## config.mk

```make
export PLATFORM = sky130hd
export DESIGN_NAME = jitter_smoother
export DESIGN_NICKNAME = d
export VERILOG_FILES = /design/src/rtl/jsm_pkg.sv /design/src/rtl/jsm_elastic_buf.sv /design/src/rtl/jsm_loop_filter.sv /design/src/rtl/jsm_nco.sv /design/src/rtl/jsm_order_timer.sv /design/src/rtl/jitter_smoother.sv
export SDC_FILE = /design/constraint.sdc
export NUM_CORES = 1
export LEC_CHECK = 0
export BUFFER_PORTS_ARGS = -buffer_cell sky130_fd_sc_hd__clkbuf_2
export CAP_MARGIN = 20
export CORE_MARGIN = 4
export CORE_UTILIZATION = 30
export CTS_CLUSTER_SIZE = 20
export DETAILED_ROUTE_END_ITERATION = 10
export MAX_ROUTING_LAYER = met4
export PLACE_DENSITY = 0.49
export SYNTH_ARGS = -nofsm -noshare
export SYNTH_HDL_FRONTEND = slang
export SYNTH_SLANG_ARGS = --single-unit
```

## constraint.sdc

```tcl
create_clock -name clk -period 2.45 [get_ports clk]
set_input_delay 0.3675 -clock clk [delete_from_list [all_inputs] [get_ports clk]]
set_output_delay 0.3675 -clock clk [all_outputs]
set_load 0.005 [all_outputs]
```

## src/rtl/jsm_pkg.sv

```systemverilog
package jsm_pkg;
  typedef enum logic {MODE_DS1 = 1'b0, MODE_E1 = 1'b1} trib_mode_e;

  localparam int unsigned DS1_HZ = 1544000;
  localparam int unsigned E1_HZ  = 2048000;

  // Nominal accumulator step for a given line rate.
  function automatic logic [31:0] nominal_step(input int unsigned rate_hz,
                                               input int unsigned sys_hz,
                                               input int unsigned acc_w);
    logic [63:0] num;
    num = 64'(rate_hz) << acc_w;
    return 32'(num / 64'(sys_hz));
  endfunction
endpackage

```

## src/rtl/jsm_elastic_buf.sv

```systemverilog
module jsm_elastic_buf #(
  parameter int DEPTH = 16,
  localparam int AW   = $clog2(DEPTH),
  localparam int HALF = DEPTH / 2
) (
  input  logic          clk,
  input  logic          rst_ni,
  input  logic          wr_en,
  input  logic          wr_data,
  input  logic          rd_en,
  input  logic          ais,
  output logic          rd_valid,
  output logic          rd_data,
  output logic [AW:0]   fill,
  output logic          slip
);
  logic [DEPTH-1:0] mem;
  logic [AW:0] wptr, rptr, wptr_n, rptr_n;
  logic        rd_data_n, slip_n, ovf, unf;

  assign fill = wptr - rptr;

  always_comb begin
    wptr_n    = wr_en ? wptr + 1'b1 : wptr;
    rptr_n    = rd_en ? rptr + 1'b1 : rptr;
    ovf       = wr_en && !rd_en && (fill == (AW+1)'(DEPTH));
    unf       = rd_en && (fill == '0);
    if (ovf || unf) rptr_n = wptr_n - (AW+1)'(HALF);
    slip_n    = slip | ovf | unf;
    rd_data_n = rd_data;
    if (rd_en) rd_data_n = ais ? 1'b1 : mem[rptr[AW-1:0]];
  end

  always_ff @(posedge clk) begin
    if (wr_en) mem[wptr[AW-1:0]] <= wr_data;
  end

  always_ff @(posedge clk or negedge rst_ni) begin
    if (!rst_ni) begin
      wptr     <= '0;
      rptr     <= (AW+1)'(2*DEPTH - HALF);
      rd_valid <= 1'b0;
      rd_data  <= 1'b0;
      slip     <= 1'b0;
    end else begin
      wptr     <= wptr_n;
      rptr     <= rptr_n;
      rd_valid <= rd_en;
      rd_data  <= rd_data_n;
      slip     <= slip_n;
    end
  end
endmodule

```

## src/rtl/jsm_loop_filter.sv

```systemverilog
module jsm_loop_filter #(
  parameter int NCO_W   = 20,
  parameter int INT_W   = 20,
  parameter int PE_W    = 6,
  parameter int KP_BASE = 8,
  parameter int KI_BASE = 6,
  parameter int SH_W    = 4
) (
  input  logic                    clk,
  input  logic                    rst_ni,
  input  logic                    tick,
  input  logic                    freeze,
  input  logic signed [PE_W-1:0]  err,
  input  logic [SH_W-1:0]         kp_shift,
  input  logic [SH_W-1:0]         ki_shift,
  input  logic [NCO_W-1:0]        nom,
  output logic [NCO_W-1:0]        inc,
  output logic signed [INT_W-1:0] integ
);
  localparam int CW = NCO_W + INT_W + 2;
  localparam logic signed [CW-1:0] I_MAX   = $signed((CW'(1) << (INT_W-1)) - CW'(1));
  localparam logic signed [CW-1:0] I_MIN   = -I_MAX - CW'(1);
  localparam logic signed [CW-1:0] INC_MAX = $signed(CW'(1) << (NCO_W-1));
  localparam logic signed [CW-1:0] INC_MIN = $signed(CW'(1));

  logic signed [CW-1:0] err_w, p_term, i_term, raw, isum;
  logic signed [INT_W-1:0] integ_n;

  always_comb begin
    err_w  = CW'(err);
    p_term = (err_w <<< KP_BASE) >>> kp_shift;
    i_term = CW'(integ) >>> ki_shift;
    raw    = $signed(CW'(nom)) + p_term + i_term;
    if (raw < INC_MIN)      inc = NCO_W'(INC_MIN);
    else if (raw > INC_MAX) inc = NCO_W'(INC_MAX);
    else                    inc = NCO_W'(raw);

    isum = CW'(integ) + (err_w <<< KI_BASE);
    integ_n = integ;
    if (tick && !freeze) begin
      if (isum > I_MAX)      integ_n = INT_W'(I_MAX);
      else if (isum < I_MIN) integ_n = INT_W'(I_MIN);
      else                   integ_n = INT_W'(isum);
    end
  end

  always_ff @(posedge clk or negedge rst_ni) begin
    if (!rst_ni) integ <= '0;
    else         integ <= integ_n;
  end
endmodule

```

## src/rtl/jsm_nco.sv

```systemverilog
module jsm_nco #(
  parameter int NCO_W = 20
) (
  input  logic             clk,
  input  logic             rst_ni,
  input  logic [NCO_W-1:0] inc,
  output logic             tick
);
  logic [NCO_W-1:0] acc;
  logic [NCO_W:0]   sum;

  always_comb begin
    sum  = {1'b0, acc} + {1'b0, inc};
    tick = sum[NCO_W];
  end

  always_ff @(posedge clk or negedge rst_ni) begin
    if (!rst_ni) acc <= '0;
    else         acc <= sum[NCO_W-1:0];
  end
endmodule

```

## src/rtl/jsm_order_timer.sv

```systemverilog
module jsm_order_timer #(
  parameter int FO_W = 16
) (
  input  logic            clk,
  input  logic            rst_ni,
  input  logic            evt,
  input  logic            force_second,
  input  logic [FO_W-1:0] len,
  output logic            active
);
  logic [FO_W-1:0] cnt, cnt_n;

  always_comb begin
    if (evt && !force_second) cnt_n = len;
    else if (cnt != '0)       cnt_n = cnt - 1'b1;
    else                      cnt_n = cnt;
  end

  assign active = (cnt != '0);

  always_ff @(posedge clk or negedge rst_ni) begin
    if (!rst_ni) cnt <= '0;
    else         cnt <= cnt_n;
  end
endmodule

```

## src/rtl/jitter_smoother.sv

```systemverilog
module jitter_smoother
  import jsm_pkg::*;
#(
  parameter int SYS_HZ  = 50000000,
  parameter int DEPTH   = 16,
  parameter int NCO_W   = 20,
  parameter int INT_W   = 20,
  parameter int KP_BASE = 8,
  parameter int KI_BASE = 6,
  parameter int FO_W    = 16,
  parameter int SH_W    = 4
) (
  input  logic            clk,
  input  logic            rst_n,
  input  logic            cfg_mode,
  input  logic            cfg_force_second,
  input  logic [FO_W-1:0] cfg_fo_len,
  input  logic [SH_W-1:0] cfg_kp_shift,
  input  logic [SH_W-1:0] cfg_ki_shift,
  input  logic            in_en,
  input  logic            in_data,
  input  logic            ptr_evt,
  input  logic            ais_req,
  output logic            out_en,
  output logic            out_data,
  output logic            slip,
  output logic            fo_active
);
  localparam int AW   = $clog2(DEPTH);
  localparam int PE_W = AW + 2;
  localparam int HALF = DEPTH / 2;
  localparam logic [NCO_W-1:0] NOM_DS1 = NCO_W'(nominal_step(DS1_HZ, SYS_HZ, NCO_W));
  localparam logic [NCO_W-1:0] NOM_E1  = NCO_W'(nominal_step(E1_HZ,  SYS_HZ, NCO_W));

  logic [1:0]              rst_sync;
  logic                    rst_ni;
  logic                    tick;
  logic [AW:0]             fill;
  logic signed [PE_W-1:0]  err;
  logic [NCO_W-1:0]        nom, inc;
  logic signed [INT_W-1:0] integ_val;

  always_ff @(posedge clk or negedge rst_n) begin
    if (!rst_n) rst_sync <= 2'b00;
    else        rst_sync <= {rst_sync[0], 1'b1};
  end
  assign rst_ni = rst_sync[1];

  assign nom = (trib_mode_e'(cfg_mode) == MODE_E1) ? NOM_E1 : NOM_DS1;
  assign err = $signed({1'b0, fill}) - $signed(PE_W'(HALF));

  jsm_elastic_buf #(.DEPTH(DEPTH)) u_buf (
    .clk(clk), .rst_ni(rst_ni), .wr_en(in_en), .wr_data(in_data),
    .rd_en(tick), .ais(ais_req), .rd_valid(out_en), .rd_data(out_data),
    .fill(fill), .slip(slip)
  );

  jsm_order_timer #(.FO_W(FO_W)) u_tmr (
    .clk(clk), .rst_ni(rst_ni), .evt(ptr_evt),
    .force_second(cfg_force_second), .len(cfg_fo_len), .active(fo_active)
  );

  jsm_loop_filter #(
    .NCO_W(NCO_W), .INT_W(INT_W), .PE_W(PE_W),
    .KP_BASE(KP_BASE), .KI_BASE(KI_BASE), .SH_W(SH_W)
  ) u_lf (
    .clk(clk), .rst_ni(rst_ni), .tick(tick), .freeze(fo_active), .err(err),
    .kp_shift(cfg_kp_shift), .ki_shift(cfg_ki_shift), .nom(nom),
    .inc(inc), .integ(integ_val)
  );

  jsm_nco #(.NCO_W(NCO_W)) u_nco (
    .clk(clk), .rst_ni(rst_ni), .inc(inc), .tick(tick)
  );
endmodule

```

==> results of run 1 <==
## cell usage after synthesis, types with 3 or more instances
master,instances,area (um2)
nand4_1,13,81.3
a21o_1,13,97.6
and3_1,9,56.3
nor2b_1,8,50.1
or4_1,5,37.5
inv_1,57,214
and2_1,17,106
nand2_1,99,372
o21a_1,10,75.1
clkbuf_1,40,150
a31o_2,3,26.3
o21ai_0,58,290
buf_1,5,18.8
nand2b_1,6,37.5
a22o_1,3,26.3
nand3b_1,4,30.0
mux2i_1,28,280
fa_1,14,280
buf_2,7,35.0
mux2_2,12,135
nor4_1,5,31.3
a31oi_1,10,62.6
nor3b_1,11,82.6
a21oi_1,82,410
dfrtp_1,64,1600
a211oi_1,15,113
o31ai_1,9,67.6
nor3_1,42,210
o21ai_1,3,15.0
a221oi_1,5,43.8
o211ai_1,10,75.1
mux4_2,12,270
a22oi_1,3,22.5
ha_1,62,776
or3_1,8,50.1
xnor2_1,36,315
edfxtp_1,16,480
or2_2,13,81.3
o2111ai_1,7,61.3
xor2_1,21,184
nor4b_1,3,26.3
o21bai_1,4,30.0
nor2_1,65,244
nand3_1,26,130
## through the flow
| step | hold WS [ns] | setup TNS, ns | cells |
|---|---|---|---|
| after floorplan | 0.0719 | -167.48 | 986 |
| final | 0.216 | -185.89 | 1685 |
| after global placement | 0.155 | -189.07 | 1619 |
| after CTS | 0.199 | -182.02 | 1666 |
| after detailed placement | 0.158 | -191.72 | 1619 |
| after global routing | 0.218 | -202.01 | 1685 |
## critical path: cells and delay by family (launching register included)
family | cells | cell delay (ns)
compound gates | 11 | 1.94
fa+ha+maj | 6 | 1.75
simple gates | 7 | 1.24
mux | 4 | 0.86
buf+inv | 5 | 0.52
flops | 1 | 0.37
xor+xnor | 2 | 0.35
## cell type report
class	count	area share, %
Multi-Input combinational cell	791	52.8
Timing Repair Buffer	397	23.8
Clock inverter	7	0.515
Tap cell	341	3.25
Inverter	58	1.68
Clock buffer	9	1.72
Sequential cell	82	16.3
## how the worst max path moves through the flow
stage / startpoint / to / depth (start not counted)
global route: u_buf.wptr[0] / u_buf.rptr[0] / 36
detailed placement: u_buf.rptr[0] / u_lf.integ[14] / 34
finish: u_buf.wptr[0] / u_buf.rptr[0] / 35
floorplan: u_buf.wptr[0] / u_buf.rptr[0] / 35
CTS: u_buf.rptr[0] / u_buf.rptr[0] / 35
global placement: u_buf.rptr[0] / u_lf.integ[16] / 32
## flip-flops by register name, indices dropped and copies added (netlist names)
name / flops
u_buf.rd_data: 1
u_buf.wptr: 5
u_buf.slip: 1
u_buf.rd_valid: 1
rst_sync: 2
u_nco.acc: 20
u_buf.mem: 16
u_buf.rptr: 5
u_lf.integ: 15
u_tmr.cnt: 16
## cells by family after synthesis
family | count (synthesis) | share of synthesized area [%]
AND/OR/NAND/NOR | 347 | 21.3
AO/OA/AOI/OAI | 257 | 19.9
buffers and inverters | 113 | 5.49
flip-flops | 82 | 25.9
adder cells (fa/ha/maj) | 76 | 12.8
XOR/XNOR | 58 | 6.26
multiplexers | 52 | 8.33
other | 1 | 0.0455
## layer usage
metal | GRT usage (%) | routed length (um) | up-vias
li1 | - | - | 4274
met1 | 23.7 | 12500 | 4081
met2 | 28.8 | 12700 | 132
met3 | 1.96 | 758 | 31
met4 | 4.12 | 425 | 0
met5 | - | 0 | -
## repair_timing
action                                  in CTS  in global routing
gates cloned                                 2                  0
hold buffers                                 1                  0
gates resized for setup                    118                129
buffers inserted                            31                 24
hold endpoints to repair                     2                  0
endpoints found under the setup margin      57                 58
pin swaps                                   61                 78
==> flow_summary.yaml, run 1 <==
status:
  status: "complete, but fails checks"
  violations: "negative setup slack"
sta:
  fin_worst_skew_ns: 0.0164
  slew-limit-headroom_pct: 45.3
  fin_ws_ns: -4.71
  finalHoldViolCount: 0
  tightest_slew_ns: 0.821
  fmax_mhz: 140
  setup_viol: 50
  rsz0062_at_grt: "yes"
  post-route-period-util_pct: 292
  slew_violations: 0
  layout_min_cycle_time_ns: 7.16
cts:
  cts_buffer_depth: 2
  cts_sinks: 82
  tritoncts: "yes"
  root_buffer: "clkbuf_16"
  cts-htree-levels: 3
  clk_pin_slew_worst_paths_ns: 0.08
  clock_latency_ns: 0.36
  numCtsBuffers: 9
finish:
  multiInputGateArea_mm2: 0.00693
  fill_cells: 2542
  final_layout_size_suffix_gt1_share_pct: 48.4
  syn_to_final_growth_pct: 59.5
  n_antenna_cell: 0
  final_common_cell: "buf_4"
  post-route-util_pct: 48.7
  final_cell_mix: "324 x buf_4, 92 x nand2_1, 62 x a21oi_1, 62 x dfrtp_1, 54 x nor2_1"
  final_area_mm2: 0.0131
  fin_nets: 1447
  register_area_mm2: 0.00214
detailed_routing:
  drt_iter0_drc: 369
  final_antenna_net_count: 0
  vias_per_cell: 5.06
  routedWlPerCell_um: 15.7
  first_pass_iters: 5
  wirelength_um: 26400
  vias: 8518
  route.detailed.drc: 0
critical_path:
  crit_path_top_delay_cell: "fa_2"
  end_kind: "register"
  cp.required_ns: 2.69
  r2r-start: "u_buf.wptr[0]"
  reg2reg_to: "u_buf.rptr[0]"
  max_stage_delay_ns: 0.39
  reg2reg_slack_ns: -4.71
  startpoint_type: "register"
  crit_fanout: 7
  r2r.worst_path.cells: 35
  crit_type: "register to register"
  arrival_ns: 7.40
floorplan:
  rows: 60
  io_pins: 36
  fp.dieH_um: 174
  die_area_mm2: 0.0302
  initial_core_util_pct: 30.6
  core_area_mm2: 0.0270
  fp.dieW_um: 174
synthesis:
  ys_ff_latch: 82
  syn_inst: 986
  synth_flop_cell: "dfrtp_1"
  netlist_area_mm2: 0.00823
  synth_edf_count: 16
  yosysSeqAreaShare_pct: 25.9
  synth_cell_types: 76
  async_flop_share_pct: 80.5
  ys_warn_count: 0
  syn-num-nets: 1094
  syn_avg_cell_area_um2: 8.35
min_path:
  hp-class: "primary input to register"
  holdPathStages: 3
  holdPathEnd: "u_tmr.cnt[14]"
  min_from: "cfg_fo_len[14]"
global_routing:
  grt_antenna_before_repair: 0
  grt_remaining_overflow: 0
  first_global_vias: 8378
  grt_pass1_wl_um: 42600
  grt_use_total_pct: 17.7
  grt_max_degree: 34
placement:
  io_buffers: 35
  placed_area_mm2: 0.0113
  gp_congestion: 0.855
  pre_cts_slack_ns: -4.88
  dp.final_hpwl_um: 20200
run:
  maxCapViolations: 0
Power of run 1 is not shown: default switching activity piles up to over one toggle a cycle in this logic, so the estimate is an artifact.
==> run 2: changes to the inputs <==
--- a/config.mk
+++ b/config.mk
@@ -12,7 +12,8 @@
 export CTS_CLUSTER_SIZE = 20
 export DETAILED_ROUTE_END_ITERATION = 10
 export MAX_ROUTING_LAYER = met4
-export PLACE_DENSITY = 0.49
+export PLACE_DENSITY = 0.55
+export SLEW_MARGIN = 20
 export SYNTH_ARGS = -nofsm -noshare
 export SYNTH_HDL_FRONTEND = slang
 export SYNTH_SLANG_ARGS = --single-unit
==> run 2 against run 1 <==
  * The run still ends with negative setup slack left
  * Critical path type unchanged
  * Flip-flop and latch count unchanged
  * Non-clock buffer count down 1
  * Fmax is 1.5% higher
  * Highest routed layer unchanged
==> flow_summary.yaml, run 2 (same netlist as run 1, synthesis figures left out) <==
status:
  status: "complete, but fails checks"
  violations: "negative setup slack"
cts:
  cts_buffer_depth: 2
  root_buffer: "clkbuf_16"
  numCtsBuffers: 9
  tritoncts: "yes"
  cts_sinks: 82
  cts-htree-levels: 3
  clk_pin_slew_worst_paths_ns: 0.08
  clock_latency_ns: 0.35
finish:
  multiInputGateArea_mm2: 0.00673
  register_area_mm2: 0.00214
  n_antenna_cell: 0
  top_register: "u_nco.acc"
  final_cell_count_no_fill: 1684
  syn_to_final_growth_pct: 57.0
  final_common_cell: "buf_4"
  fin_nets: 1446
  final_layout_size_suffix_gt1_share_pct: 46.7
  largest_register_ffs: 20
  final_cell_mix: "328 x buf_4, 92 x nand2_1, 63 x a21oi_1, 62 x dfrtp_1, 55 x nor2_1"
  fill_cells: 2468
global_routing:
  use_met3_pct: 1.90
  grt_use_total_pct: 17.1
  grt_remaining_overflow: 0
  grt_max_degree: 37
  first_global_vias: 8440
  grt_pass1_wl_um: 41800
  grt_antenna_before_repair: 0
  grt_use_met1_pct: 22.5
  use_met2_pct: 28.8
  grt_busiest_layer: "met2"
sta:
  setup_viol: 54
  finalHoldViolCount: 0
  fin_worst_skew_ns: 0.0147
  fin_ws_ns: -4.61
  fmax_mhz: 142
  slew_violations: 0
  tightest_slew_ns: 0.714
  rsz0062_at_grt: "yes"
  slew-limit-headroom_pct: 52.4
  post-route-period-util_pct: 288
  layout_min_cycle_time_ns: 7.06
placement:
  dp.final_hpwl_um: 19700
  gp_congestion: 0.893
  dp_cells: 1625
  pre_cts_slack_ns: -4.91
  io_buffers: 35
critical_path:
  arrival_ns: 7.28
  r2r-start: "u_buf.rptr[0]"
  cp.required_ns: 2.67
  crit_fanout: 8
  r2r.worst_path.cells: 32
  crit_type: "register to register"
  reg2reg_to: "u_buf.rptr[0]"
  max_stage_delay_ns: 0.50
  end_kind: "register"
  startpoint_type: "register"
  crit_path_top_delay_cell: "fa_1"
  reg2reg_slack_ns: -4.61
detailed_routing:
  wirelength_um: 25700
  first_pass_iters: 6
  route.detailed.drc: 0
  vias: 8570
  vias_per_cell: 5.09
  final_antenna_net_count: 0
  routedWlPerCell_um: 15.2
  drt_iter0_drc: 433
min_path:
  holdPathEnd: "u_tmr.cnt[7]"
  holdPathStages: 3
  min_from: "cfg_fo_len[7]"
  hp-class: "primary input to register"
floorplan:
  fp.dieW_um: 174
  fp.dieH_um: 174
  core_area_mm2: 0.0270
  io_pins: 36
  initial_core_util_pct: 30.6
  die_area_mm2: 0.0302
  rows: 60
run:
  maxCapViolations: 0
## run 2: how the worst max path moves through the flow
stage                        startpoint             end  slack [ns]  cells past startpoint
after global routing      u_buf.rptr[0]   u_buf.rptr[0]       -4.90                     30
after detailed placement  u_buf.rptr[0]  u_lf.integ[16]       -4.91                     29
after global placement    u_buf.rptr[0]  u_lf.integ[16]       -4.96                     29
after CTS                 u_buf.rptr[0]   u_buf.rptr[0]       -4.55                     34
after floorplan           u_buf.wptr[0]   u_buf.rptr[0]       -4.34                     35
final                     u_buf.rptr[0]   u_buf.rptr[0]       -4.61                     32
## run 2: metrics by stage
step | util, % | setup TNS [ns] | area (um2) | hold WS (ns)
3_3_place_gp | 42.0 | -193.67 | 11300 | 0.152
2_1_floorplan | - | -167.48 | 8540 | 0.0719
3_5_place_dp | 42.0 | -192.89 | 11300 | 0.156
5_1_grt | 48.0 | -196.01 | 12900 | 0.223
4_1_cts | 46.3 | -180.62 | 12500 | 0.209
6_report | 48.0 | -182.51 | 12900 | 0.222
## run 2: worst max-delay path: cells and delay by family, from the launching register on
family	cells	cell delay, ns
xor+xnor	3	0.50
flops	1	0.41
buf+inv	4	0.46
fa+ha+maj	5	1.59
compound gates	9	1.54
mux	2	0.55
simple gates	9	1.90
## run 2: area by class of cell
class | instances | share of cell area, %
clock buffer | 9 | 1.74
multi-input combinational | 791 | 52.1
inverter | 58 | 1.70
tap | 341 | 3.30
clock inverter | 7 | 0.629
timing repair buffer | 396 | 24.0
sequential | 82 | 16.5
## run 2: repair_timing
item,in CTS,in global routing
setup buffers,36,11
gates cloned,1,1
hold endpoints to repair,2,0
hold buffers,1,0
pin swaps,43,35
gates resized for setup,120,82
setup endpoints to repair,59,59
## run 2: metal layers
metal  wire [um]  vias up
met5           0        -
met4         391        0
met3         783       33
met2       12500      159
met1       12000     4104
li1            -     4274
Power of run 2 is left out for the same reason.
